`config.mk`:
```
export PLATFORM = sky130hd
export DESIGN_NAME = sms_switch_monitor
export DESIGN_NICKNAME = d
export VERILOG_FILES = /design/src/rtl/sms_pkg.sv /design/src/rtl/sms_sync.sv /design/src/rtl/sms_spi_port.sv /design/src/rtl/sms_change_irq.sv /design/src/rtl/sms_switch_monitor.sv
export SDC_FILE = /design/constraint.sdc
export NUM_CORES = 1
export LEC_CHECK = 0
export ABC_CLOCK_PERIOD_IN_PS = 1300
export BUFFER_PORTS_ARGS = -buffer_cell sky130_fd_sc_hd__buf_4
export CAP_MARGIN = 25
export CORE_MARGIN = 2
export CORE_UTILIZATION = 45
export CTS_CLUSTER_SIZE = 28
export DETAILED_ROUTE_END_ITERATION = 10
export SYNTH_ARGS = -nofsm -noshare
export SYNTH_HDL_FRONTEND = slang
export SYNTH_SLANG_ARGS = --single-unit
```
`constraint.sdc`:
```
create_clock -name clk -period 1.3 [get_ports clk]
set_input_delay 0.065 -clock clk [delete_from_list [all_inputs] [get_ports clk]]
set_output_delay 0.065 -clock clk [all_outputs]
set_load 0.02 [all_outputs]
```
`src/rtl/sms_pkg.sv`:
```
// Package: shared sizing for the serial switch monitor.
// Assumes: every module of the block takes its defaults from here.
package sms_pkg;
    parameter int unsigned SMS_NUM_IN      = 16;
    parameter int unsigned SMS_SYNC_STAGES = 2;
    localparam int unsigned SMS_PORT_PINS  = 3;
endpackage

```
`src/rtl/sms_sync.sv`:
```
// Module: sms_sync
// Multi-stage flop synchroniser for a bus of independent single-bit signals.
// Assumes: each bit is quasi-static or handled bitwise; no bus coherency is implied.
module sms_sync #(
    parameter int unsigned WIDTH  = 1,
    parameter int unsigned STAGES = 2,
    parameter logic [WIDTH-1:0] RST_VAL = '0
) (
    input  logic             clk,
    input  logic             rst_n,
    input  logic [WIDTH-1:0] d,
    output logic [WIDTH-1:0] q
);
    logic [WIDTH-1:0] stage_q [STAGES];

    // First stage captures the asynchronous input.
    always_ff @(posedge clk) begin
        if (!rst_n) begin
            stage_q[0] <= RST_VAL;
        end else begin
            stage_q[0] <= d;
        end
    end

    generate
        for (genvar g = 1; g < STAGES; g++) begin : g_stage
            // Each further stage resolves metastability of the one before.
            always_ff @(posedge clk) begin
                if (!rst_n) begin
                    stage_q[g] <= RST_VAL;
                end else begin
                    stage_q[g] <= stage_q[g-1];
                end
            end
        end
    endgenerate

    assign q = stage_q[STAGES-1];
endmodule

```
`src/rtl/sms_spi_port.sv`:
```
// Module: sms_spi_port
// Serial slave datapath: edge detection on the synchronised pins, the
// snapshot/shift register and the interrupt mask register.
// Assumes: pins are already synchronised to clk; the serial clock idles high
// and each of its phases lasts at least a few block clocks.
module sms_spi_port #(
    parameter int unsigned WIDTH = 16
) (
    input  logic             clk,
    input  logic             rst_n,
    input  logic             cs_s,
    input  logic             sclk_s,
    input  logic             sdi_s,
    input  logic [WIDTH-1:0] load_word,
    output logic             cs_fall,
    output logic             cs_rise,
    output logic [WIDTH-1:0] mask_q,
    output logic             sdo,
    output logic             sdo_oe
);
    localparam logic [WIDTH-1:0] MASK_RST = '1;

    logic             cs_prev_q;
    logic             sclk_prev_q;
    logic             in_bit_q;
    logic [WIDTH-1:0] shift_q;
    logic             sclk_rise;
    logic             sclk_fall;

    // Remember last pin levels so that edges can be seen.
    always_ff @(posedge clk) begin
        if (!rst_n) begin
            cs_prev_q   <= 1'b1;
            sclk_prev_q <= 1'b1;
        end else begin
            cs_prev_q   <= cs_s;
            sclk_prev_q <= sclk_s;
        end
    end

    // Edge strobes; serial clock edges count only inside a select period.
    always_comb begin
        cs_fall   = cs_prev_q & ~cs_s;
        cs_rise   = ~cs_prev_q & cs_s;
        sclk_rise = ~cs_s & ~cs_prev_q & sclk_s & ~sclk_prev_q;
        sclk_fall = ~cs_s & ~cs_prev_q & ~sclk_s & sclk_prev_q;
    end

    // Hold the data-in bit taken at the latest falling serial clock.
    always_ff @(posedge clk) begin
        if (!rst_n) begin
            in_bit_q <= 1'b0;
        end else if (cs_fall) begin
            in_bit_q <= 1'b0;
        end else if (sclk_fall) begin
            in_bit_q <= sdi_s;
        end
    end

    // Snapshot on select fall, shift towards the MSB on rising serial clock.
    always_ff @(posedge clk) begin
        if (!rst_n) begin
            shift_q <= '0;
        end else if (cs_fall) begin
            shift_q <= load_word;
        end else if (sclk_rise) begin
            shift_q <= {shift_q[WIDTH-2:0], in_bit_q};
        end
    end

    // Commit the shifted-in word as the mask when select rises.
    always_ff @(posedge clk) begin
        if (!rst_n) begin
            mask_q <= MASK_RST;
        end else if (cs_rise) begin
            mask_q <= shift_q;
        end
    end

    assign sdo    = shift_q[WIDTH-1];
    assign sdo_oe = ~cs_s;
endmodule

```
`src/rtl/sms_change_irq.sv`:
```
// Module: sms_change_irq
// Reference snapshot, masked change detection and the sticky interrupt.
// Assumes: sw_eff is synchronous to clk; cs_fall is a one-cycle strobe.
module sms_change_irq #(
    parameter int unsigned WIDTH  = 16,
    parameter int unsigned SETTLE = 3
) (
    input  logic             clk,
    input  logic             rst_n,
    input  logic             mon_en,
    input  logic [WIDTH-1:0] sw_eff,
    input  logic [WIDTH-1:0] mask,
    input  logic             cs_fall,
    output logic             irq_pull
);
    localparam int unsigned CNT_W = $clog2(SETTLE + 1);
    localparam logic [CNT_W-1:0] SETTLE_END = CNT_W'(SETTLE);

    logic [CNT_W-1:0] settle_q;
    logic             settled;
    logic [WIDTH-1:0] ref_q;
    logic             pend_q;
    logic             hit;

    // Count the cycles the synchronisers need to fill after reset.
    always_ff @(posedge clk) begin
        if (!rst_n) begin
            settle_q <= '0;
        end else if (!settled) begin
            settle_q <= settle_q + 1'b1;
        end
    end

    assign settled = (settle_q == SETTLE_END);

    // Any unmasked difference from the reference counts as a change.
    assign hit = |((sw_eff ^ ref_q) & mask);

    // Reference follows inputs while settling, then reloads at each select fall.
    always_ff @(posedge clk) begin
        if (!rst_n) begin
            ref_q <= '0;
        end else if (!settled || cs_fall) begin
            ref_q <= sw_eff;
        end
    end

    // Sticky pending flag; clear takes priority over a new change.
    always_ff @(posedge clk) begin
        if (!rst_n) begin
            pend_q <= 1'b0;
        end else if (!settled || !mon_en || cs_fall) begin
            pend_q <= 1'b0;
        end else if (hit) begin
            pend_q <= 1'b1;
        end
    end

    assign irq_pull = pend_q & mon_en;
endmodule

```
`src/rtl/sms_switch_monitor.sv`:
```
// Module: sms_switch_monitor (top)
// Serial switch monitor: synchronises switches and port pins, reads the inputs
// out through the serial port, takes a new mask in, and drives a maskable
// open-drain interrupt as a pull-low enable.
// Assumes: mon_en is synchronous to clk; sw_in and the port pins are not.
module sms_switch_monitor #(
    parameter int unsigned N_IN        = sms_pkg::SMS_NUM_IN,
    parameter int unsigned SYNC_STAGES = sms_pkg::SMS_SYNC_STAGES
) (
    input  logic            clk,
    input  logic            rst_n,
    input  logic [N_IN-1:0] sw_in,
    input  logic            mon_en,
    input  logic            spi_cs_n,
    input  logic            spi_sclk,
    input  logic            spi_sdi,
    output logic            spi_sdo,
    output logic            spi_sdo_oe,
    output logic            irq_pull_low
);
    localparam int unsigned PINS   = sms_pkg::SMS_PORT_PINS;
    localparam int unsigned SETTLE = SYNC_STAGES + 1;
    localparam logic [PINS-1:0] PIN_IDLE = 3'b110;

    logic [N_IN-1:0] sw_s;
    logic [N_IN-1:0] sw_eff;
    logic [PINS-1:0] pins_s;
    logic            cs_fall;
    logic            cs_rise;
    logic [N_IN-1:0] mask_q;

    sms_sync #(.WIDTH(N_IN), .STAGES(SYNC_STAGES), .RST_VAL('0)) u_sw_sync (
        .clk   (clk),
        .rst_n (rst_n),
        .d     (sw_in),
        .q     (sw_s)
    );

    sms_sync #(.WIDTH(PINS), .STAGES(SYNC_STAGES), .RST_VAL(PIN_IDLE)) u_pin_sync (
        .clk   (clk),
        .rst_n (rst_n),
        .d     ({spi_cs_n, spi_sclk, spi_sdi}),
        .q     (pins_s)
    );

    // Monitoring off makes every input read as 0.
    assign sw_eff = mon_en ? sw_s : '0;

    sms_spi_port #(.WIDTH(N_IN)) u_port (
        .clk       (clk),
        .rst_n     (rst_n),
        .cs_s      (pins_s[2]),
        .sclk_s    (pins_s[1]),
        .sdi_s     (pins_s[0]),
        .load_word (sw_eff),
        .cs_fall   (cs_fall),
        .cs_rise   (cs_rise),
        .mask_q    (mask_q),
        .sdo       (spi_sdo),
        .sdo_oe    (spi_sdo_oe)
    );

    sms_change_irq #(.WIDTH(N_IN), .SETTLE(SETTLE)) u_irq (
        .clk      (clk),
        .rst_n    (rst_n),
        .mon_en   (mon_en),
        .sw_eff   (sw_eff),
        .mask     (mask_q),
        .cs_fall  (cs_fall),
        .irq_pull (irq_pull_low)
    );
endmodule

```
==> results of run 1 <==
power groups by stage:
stage                     clock network [mW]  logic (mW)  registers [mW]
after floorplan                            0       0.326            3.05
after global placement                     0       0.473            3.07
after detailed placement                   0       0.481            3.07
after CTS                               2.25       0.529            3.00
after global routing                    2.37       0.583            3.02
final                                   2.18       0.524            3.00
cell usage in the layout, fill, tap and decap left out, types with 16 or more instances in the layout:
cell type      instances
o211ai_1              16
dlygate4sd3_1         19
and2_1                52
o211a_1               16
nand3_1               18
o21ai_1               16
buf_4                 40
nand2_1               80
xnor2_1               17
dfxtp_1               90
cell families after synthesis:
family,Yosys count,synth area share
and+or+nand+nor,167,0.237
AOI/OAI and AO/OA,60,0.129
adders and majority gates,1,0.00364
buffers and inverters,28,0.0470
DFF,92,0.536
muxes,1,0.00292
xor gates and xnor gates,17,0.0434
layout make-up:
type                    count  area, µm²  area share
clock buffers              11        151      0.0355
well taps                  99        124      0.0290
multi-input cells         246       1440       0.338
inverters                   2       7.51     0.00176
flip-flops and latches     92       1840       0.433
repair buffers             65        611       0.143
clock inverters             5       83.8      0.0197
final timing paths:
path	endpoint	cells past startpoint	from	slack, ns
setup / recovery	u_irq.ref_q[11]	6	u_irq.settle_q[0]	0.07
hold / removal	u_irq.pend_q	3	mon_en	0.07
setup reg to reg	u_irq.ref_q[11]	6	u_irq.settle_q[0]	0.07
hold reg to reg	u_pin_sync.stage_q[1][2]	1	u_pin_sync.stage_q[0][2]	0.41
metrics by stage:
step,power (mW),utilization
global placement,3.54,0.523
CTS,5.78,0.581
global route,5.97,0.582
detailed placement,3.55,0.523
floorplan,3.38,-
finish,5.70,0.582
sequential cells by signal, summed over array words and instances (netlist names):
name	cells
u_port.shift_q	16
u_port.in_bit_q	1
u_sw_sync.stage_q	32
u_irq.settle_q	2
u_irq.ref_q	16
u_port.cs_prev_q	1
u_port.mask_q	16
u_irq.pend_q	1
u_pin_sync.stage_q	6
u_port.sclk_prev_q	1
what timing repair did:
item | CTS | global route
endpoints found under the setup margin | 0 | 17
endpoints found under the hold margin | 19 | 0
hold buffers | 19 | 0
resized for setup | 0 | 2
cells in the mapped netlist:
cell type | n | share of area
dfxtp_1 | 92 | 0.54
nand2_1 | 81 | 0.089
and2_1 | 52 | 0.095
nand3_1 | 18 | 0.026
xnor2_1 | 17 | 0.043
o211a_1 | 16 | 0.047
o211ai_1 | 16 | 0.035
o21ai_1 | 16 | 0.023
clkbuf_1 | 13 | 0.014
nand2b_1 | 7 | 0.013
a22oi_1 | 6 | 0.013
buf_2 | 6 | 0.0087
buf_6 | 6 | 0.020
nor2_1 | 4 | 0.0044
a21oi_1 | 2 | 0.0029
inv_1 | 2 | 0.0022
a21boi_0 | 1 | 0.0022
a222oi_1 | 1 | 0.0029
a31oi_1 | 1 | 0.0018
and2_4 | 1 | 0.0026
and3_1 | 1 | 0.0018
and4_1 | 1 | 0.0026
buf_4 | 1 | 0.0022
ha_1 | 1 | 0.0036
mux2i_1 | 1 | 0.0029
nand2_2 | 1 | 0.0018
nor2b_1 | 1 | 0.0018
o21ai_0 | 1 | 0.0015
worst min-delay path: stages:
cell     delay [ns]
buf_4          0.19
nand3_1        0.09
a31oi_1        0.04
metal layers:
layer / vias to the layer above / GRT usage / part of all wire
met5: - / 0 / 0
met4: 0 / 0.0530 / 0.0090
met3: 5 / 0.0473 / 0.030
met2: 36 / 0.271 / 0.45
met1: 1162 / 0.244 / 0.51
li1: 1305 / - / -
==> out/results.txt, run 1 <==
Reg clk slew, reported paths -> 0.09 ns
HP Class -> input pin to flop
CTS Root Cell -> clkbuf_8
Max-cap viol count -> 0
Overall Global Routing Usage -> 0.177
Drt pass-1 iters -> 4
Area of the mapped netlist -> 3430 µm²
Layout cells sized above 1 -> 0.164
Vias -> 2508
Avg Cell Area, Syn -> 9.38 µm²
CP max stage delay -> 0.33 ns
Critical Path, Cell by Cell -> ha_1, and2_4, buf_12, nand2_1, o21ai_1, and2_1
Synth Net Count -> 389
Cell Pwr Density -> 1340 nW/µm²
Hpwl dp -> 4.32 mm
Status -> finished clean
Gpl congestion -> 0.729
Worst-Margin Slew -> 0.355 ns
H-tree Lvls -> 3
First-pass GRT wire length -> 11.7 mm
# setup viols final -> 0
Post-DRT Antenna Nets -> 0
Required @ worst endpoint -> 1.55 ns
Final Hold Vio Count -> 0
Die W -> 91.3 µm
Number of global-route vias before repair -> 2421
Synthesis-stage register bit count -> 92
Largest net degree at the start of global routing -> 34
Minimum clock period -> 1.23 ns
Crit path max-delay family -> simple AND/OR/NAND/NOR gates
Placed cell area -> 3830 µm²
Buf+Inv Stages, Crit Path -> 1
Crit path launch type -> flop
Diode count -> 0
Synth warnings -> 0
Area Growth Syn to Fin -> 24.2%
Max FO, Critical Path -> 20
Slew HR -> 0.763
Sequential share of the synthesized area -> 0.536
Clk pwr share -> 0.382
DRC -> 0
Setup_tns -> 0 ns
Core area -> 7330 µm²
Switching part of the total -> 0.225
Gate Count Post-Synth -> 366
Vert. Die Dim -> 91.3 µm
Cell variety after synth -> 28
Critical path class -> flop to flop
Initial Utilization -> 0.468
Setup WS pre-CTS -> 0.0661 ns
Sequential group share of total power -> 0.526
Worst-skew pair later-pin latency -> 0.35 ns
Setup ws final -> 0.0690 ns
Leak -> 1.89 nW
Via density -> 4.82
WL per Instance -> 13.0 µm
Combinational Power Share -> 0.092
Fin nets -> 439
CTS Buffer Depth -> 2
Switching pwr -> 1.28 mW
Critical Path AT -> 1.49 ns
Sink Count -> 92
Fin Hold WS -> 0.0712 ns
Internal power -> 4.42 mW
Io pins -> 25
Slowest stage cell, crit path -> dfxtp_1
Tcrit/Tclk final -> 0.947
Final cell count without fillers -> 520
Initial antenna violation count -> 0
Max rail drop VDD -> 0.698 mV
RSZ-0062 raised after global routing -> no
Inserted Clock Buffers -> 9
Die area -> 8340 µm²
# port buffers -> 24
Fin. max-slew vios -> 0
Setup Fix Bufs, Post-CTS -> 0
Row count -> 31
GRT overflow -> 0
CP endpoint kind -> flop
Clock skew -> 0.00676 ns
Max Clock Freq -> 0.812 GHz
Final wirelength -> 6.75 mm
Fillers -> 650
Final instance area -> 4260 µm²
First-iteration detailed-routing DRC count -> 139
Clock tree from TritonCTS -> yes
DP Cell Count -> 485
(Power assumes the default switching activity.)
==> run 2, diff against run 1 <==
Settings changed: MAX_ROUTING_LAYER set to met4.
==> run 2 against run 1 <==
Clock-buffer cell count is the same. Critical path depth is the same. Sequential share of layout area is the same. Flip-flop and latch count is the same. Utilization is the same. Non-clock buffer count is the same. Via count grew 0.12%. Critical endpoint unchanged.
==> out/results.txt, run 2 (synthesized netlist as in run 1, its figures left out) <==
Status -> finished clean
RSZ-0062 raised after global routing -> no
DRC -> 0
Setup ws final -> 0.0706 ns
First-pass GRT wire length -> 11.7 mm
Total chip power -> 5.71 mW
Final Hold Vio Count -> 0
Number of global-route vias before repair -> 2427
WL per Instance -> 13.0 µm
Die W -> 91.3 µm
Most frequent cells in the layout -> 90 x dfxtp_1, 80 x nand2_1, 52 x and2_1
Setup_tns -> 0 ns
Max Clock Freq -> 0.813 GHz
Area Growth Syn to Fin -> 24.2%
GR Util met3 -> 0.0299
CP endpoint kind -> flop
Fin Hold WS -> 0.0713 ns
Met2 capacity usage during global routing -> 0.272
Vert. Die Dim -> 91.3 µm
Fin nets -> 439
Max FO, Critical Path -> 20
Row count -> 31
Initial antenna violation count -> 0
GRT overflow -> 0
Drt pass-1 iters -> 4
Cell Pwr Density -> 1340 nW/µm²
Critical Path, Cell by Cell -> ha_1, and2_4, buf_12, nand2_1, o21ai_1, and2_1
H-tree Lvls -> 3
DP Cell Count -> 485
Setup WS pre-CTS -> 0.0661 ns
Final wirelength -> 6.76 mm
Inserted Clock Buffers -> 9
Critical Path AT -> 1.49 ns
# setup viols final -> 0
Gpl congestion -> 0.738
Placed cell area -> 3830 µm²
Via density -> 4.83
Commonest non-fill, non-tap cell in the layout -> dfxtp_1
Final cell count without fillers -> 520
Largest net degree at the start of global routing -> 34
Required @ worst endpoint -> 1.56 ns
Crit path max-delay family -> simple AND/OR/NAND/NOR gates
CP max stage delay -> 0.33 ns
Sink Count -> 92
Core area -> 7330 µm²
Tcrit/Tclk final -> 0.946
Worst-Margin Slew -> 0.344 ns
Hpwl dp -> 4.32 mm
Io pins -> 25
# port buffers -> 24
Fin. max-slew vios -> 0
Slew HR -> 0.771
Clock skew -> 0.00816 ns
Clock tree from TritonCTS -> yes
Post-DRT Antenna Nets -> 0
Minimum clock period -> 1.23 ns
Max rail drop VDD -> 0.698 mV
Buf+Inv Stages, Crit Path -> 1
Die area -> 8340 µm²
Largest register by flop count -> u_sw_sync.stage_q
Max-cap viol count -> 0
Met1 usage -> 0.244
Crit path launch type -> flop
CTS Root Cell -> clkbuf_8
Global route hottest layer -> met2
Slowest stage cell, crit path -> dfxtp_1
Worst-skew pair later-pin latency -> 0.35 ns
CTS Buffer Depth -> 2
Reg clk slew, reported paths -> 0.09 ns
Diode count -> 0
HP Class -> input pin to flop
First-iteration detailed-routing DRC count -> 124
Layout cells sized above 1 -> 0.164
Max reg flops -> 32
Initial Utilization -> 0.468
Final instance area -> 4260 µm²
Critical path class -> flop to flop
Overall Global Routing Usage -> 0.182
Vias -> 2511
Fin util -> 0.582
Leak -> 1.89 nW
[run 2: cell counts in the layout (fill, tap and decap cells not counted)]
No cell type changed its count.
[run 2: per-layer routing]
layer | routed length [µm] | vias up | part of all wire
li1 | - | 1307 | -
met1 | 3460 | 1167 | 0.51
met2 | 3070 | 32 | 0.45
met3 | 168 | 5 | 0.025
met4 | 53 | 0 | 0.0078
met5 | 0 | - | 0
[run 2: final timing paths]
path,slack (ns),from,cells after the start,to
hold / removal,0.07,rst_n,2,u_port.mask_q[7]
setup reg to reg,0.07,u_irq.settle_q[0],6,u_irq.ref_q[11]
hold reg to reg,0.41,u_pin_sync.stage_q[0][2],1,u_pin_sync.stage_q[1][2]
setup / recovery,0.07,u_irq.settle_q[0],6,u_irq.ref_q[11]
[run 2: repair_timing]
| action | CTS | global route |
|---|---|---|
| setup buffers | 0 | 0 |
| endpoints found under the hold margin | 19 | 0 |
| hold buffers | 19 | 0 |
| gates resized for setup | 0 | 2 |
| endpoints found under the setup margin | 0 | 20 |
[run 2: final cells by class]
class / count / area, µm²
clock buffer: 11 / 151
clock inverter: 5 / 83.8
fill: 650 / 3070
inverter: 2 / 7.51
multi-input combinational: 246 / 1440
sequential: 92 / 1840
tap: 99 / 124
timing repair buffer: 65 / 611
[run 2: where the power goes]
group          total [mW]  internal [mW]  switching (mW)
sequential           3.00           2.94          0.0621
combinational       0.524          0.289           0.235
clock                2.18           1.19           0.987
total                5.71           4.42            1.28
==> run 3, diff against run 2 <==
Settings changed: REMOVE_ABC_BUFFERS set to 1.
==> run 3 against run 2 <==
Via count increased by 3.1%. Global-route usage is 0.78 points lower. Sequential power about the same. Setup slack lost 0.030 ns. Die area stayed put. Critical endpoint is now u_irq.ref_q[0]. Highest routed layer unchanged.
==> out/results.txt, run 3 (synthesized netlist as in run 1, its figures left out) <==
Status -> finished clean
Worst-Margin Slew -> 0.397 ns
Fin util -> 0.607
CTS Root Cell -> clkbuf_8
Minimum clock period -> 1.26 ns
DRC -> 0
Largest register by flop count -> u_sw_sync.stage_q
DP Cell Count -> 489
Layout cells sized above 1 -> 0.198
Critical path class -> flop to flop
Vias -> 2590
Total chip power -> 5.79 mW
Fin. max-slew vios -> 0
Initial antenna violation count -> 0
Largest net degree at the start of global routing -> 37
Io pins -> 25
Slew HR -> 0.735
Max FO, Critical Path -> 5
Clock tree from TritonCTS -> yes
CTS Buffer Depth -> 2
Most frequent cells in the layout -> 88 x dfxtp_1, 80 x nand2_1, 52 x and2_1
Final wirelength -> 6.90 mm
Clock skew -> 0.0101 ns
Final cell count without fillers -> 528
Fin nets -> 447
Via density -> 4.91
WL per Instance -> 13.1 µm
Crit path launch type -> flop
Placed cell area -> 3870 µm²
Post-DRT Antenna Nets -> 0
Commonest non-fill, non-tap cell in the layout -> dfxtp_1
HP Class -> input pin to flop
Number of global-route vias before repair -> 2417
# setup viols final -> 0
Core area -> 7330 µm²
Setup_tns -> 0 ns
GRT overflow -> 0
Final instance area -> 4450 µm²
Max-cap viol count -> 0
Die W -> 91.3 µm
Leak -> 1.98 nW
# port buffers -> 24
Reg clk slew, reported paths -> 0.09 ns
RSZ-0062 raised after global routing -> no
Vert. Die Dim -> 91.3 µm
Max rail drop VDD -> 0.982 mV
Max reg flops -> 32
Drt pass-1 iters -> 4
Gpl congestion -> 0.746
Die area -> 8340 µm²
Fin Hold WS -> 0.0461 ns
Final Hold Vio Count -> 0
First-pass GRT wire length -> 11.3 mm
Sink Count -> 92
Tcrit/Tclk final -> 0.969
Area Growth Syn to Fin -> 29.6%
Initial Utilization -> 0.468
Overall Global Routing Usage -> 0.174
Required @ worst endpoint -> 1.54 ns
Critical Path AT -> 1.50 ns
Row count -> 31
Setup WS pre-CTS -> -0.202 ns
Cell Pwr Density -> 1300 nW/µm²
Max Clock Freq -> 0.794 GHz
Worst-skew pair later-pin latency -> 0.35 ns
Hpwl dp -> 4.13 mm
Diode count -> 0
Setup ws final -> 0.0404 ns
Fillers -> 606
H-tree Lvls -> 3
Inserted Clock Buffers -> 9
CP endpoint kind -> flop
First-iteration detailed-routing DRC count -> 126
-- run 3: worst paths after layout --
kind / from / endpoint / cells after the start / slack, ns
worst min-delay path: rst_n / u_port.mask_q[5] / 2 / 0.05
worst max-delay path: u_pin_sync.stage_q[1][2] / u_irq.ref_q[0] / 5 / 0.04
worst min register to register: u_pin_sync.stage_q[0][1] / u_pin_sync.stage_q[1][1] / 1 / 0.41
worst max register to register: u_pin_sync.stage_q[1][2] / u_irq.ref_q[0] / 5 / 0.04
-- run 3: final cells by class --
| cell class | instances | area, µm² | area share |
|---|---|---|---|
| sequential | 92 | 1850 | 0.415 |
| multi-input combinational | 246 | 1480 | 0.333 |
| timing repair buffer | 73 | 752 | 0.169 |
| clock buffer | 13 | 169 | 0.0380 |
| tap | 99 | 124 | 0.0278 |
| clock inverter | 3 | 67.6 | 0.0152 |
| inverter | 2 | 7.51 | 0.00169 |
-- run 3: repair_timing --
action	in CTS	in global routing
hold endpoints to repair	19	0
setup endpoints to repair	28	36
pin swaps	1	6
resized for setup	3	18
buffers inserted	0	2
cloned	0	4
hold buffers	19	0
-- run 3: power by group --
part | leakage (nW) | internal, mW | switching, mW
Combinational | 1.11 | 0.345 | 0.262
Clock | 0.116 | 1.24 | 0.933
Sequential | 0.754 | 2.94 | 0.0620
-- run 3: critical path, stage by stage, from the launching register on --
cell and delay, ns:
dfxtp_2 0.38, nand2b_4 0.16, and2_4 0.23, clkbuf_16 0.17, o21ai_1 0.06, and2_1 0.15
-- run 3: per-layer routing --
metal	up-vias	GRT usage	share of wire
met5	-	-	0
met4	0	0.0455	0.017
met3	10	0.0456	0.042
met2	56	0.272	0.46
met1	1197	0.225	0.48
li1	1327	-	-
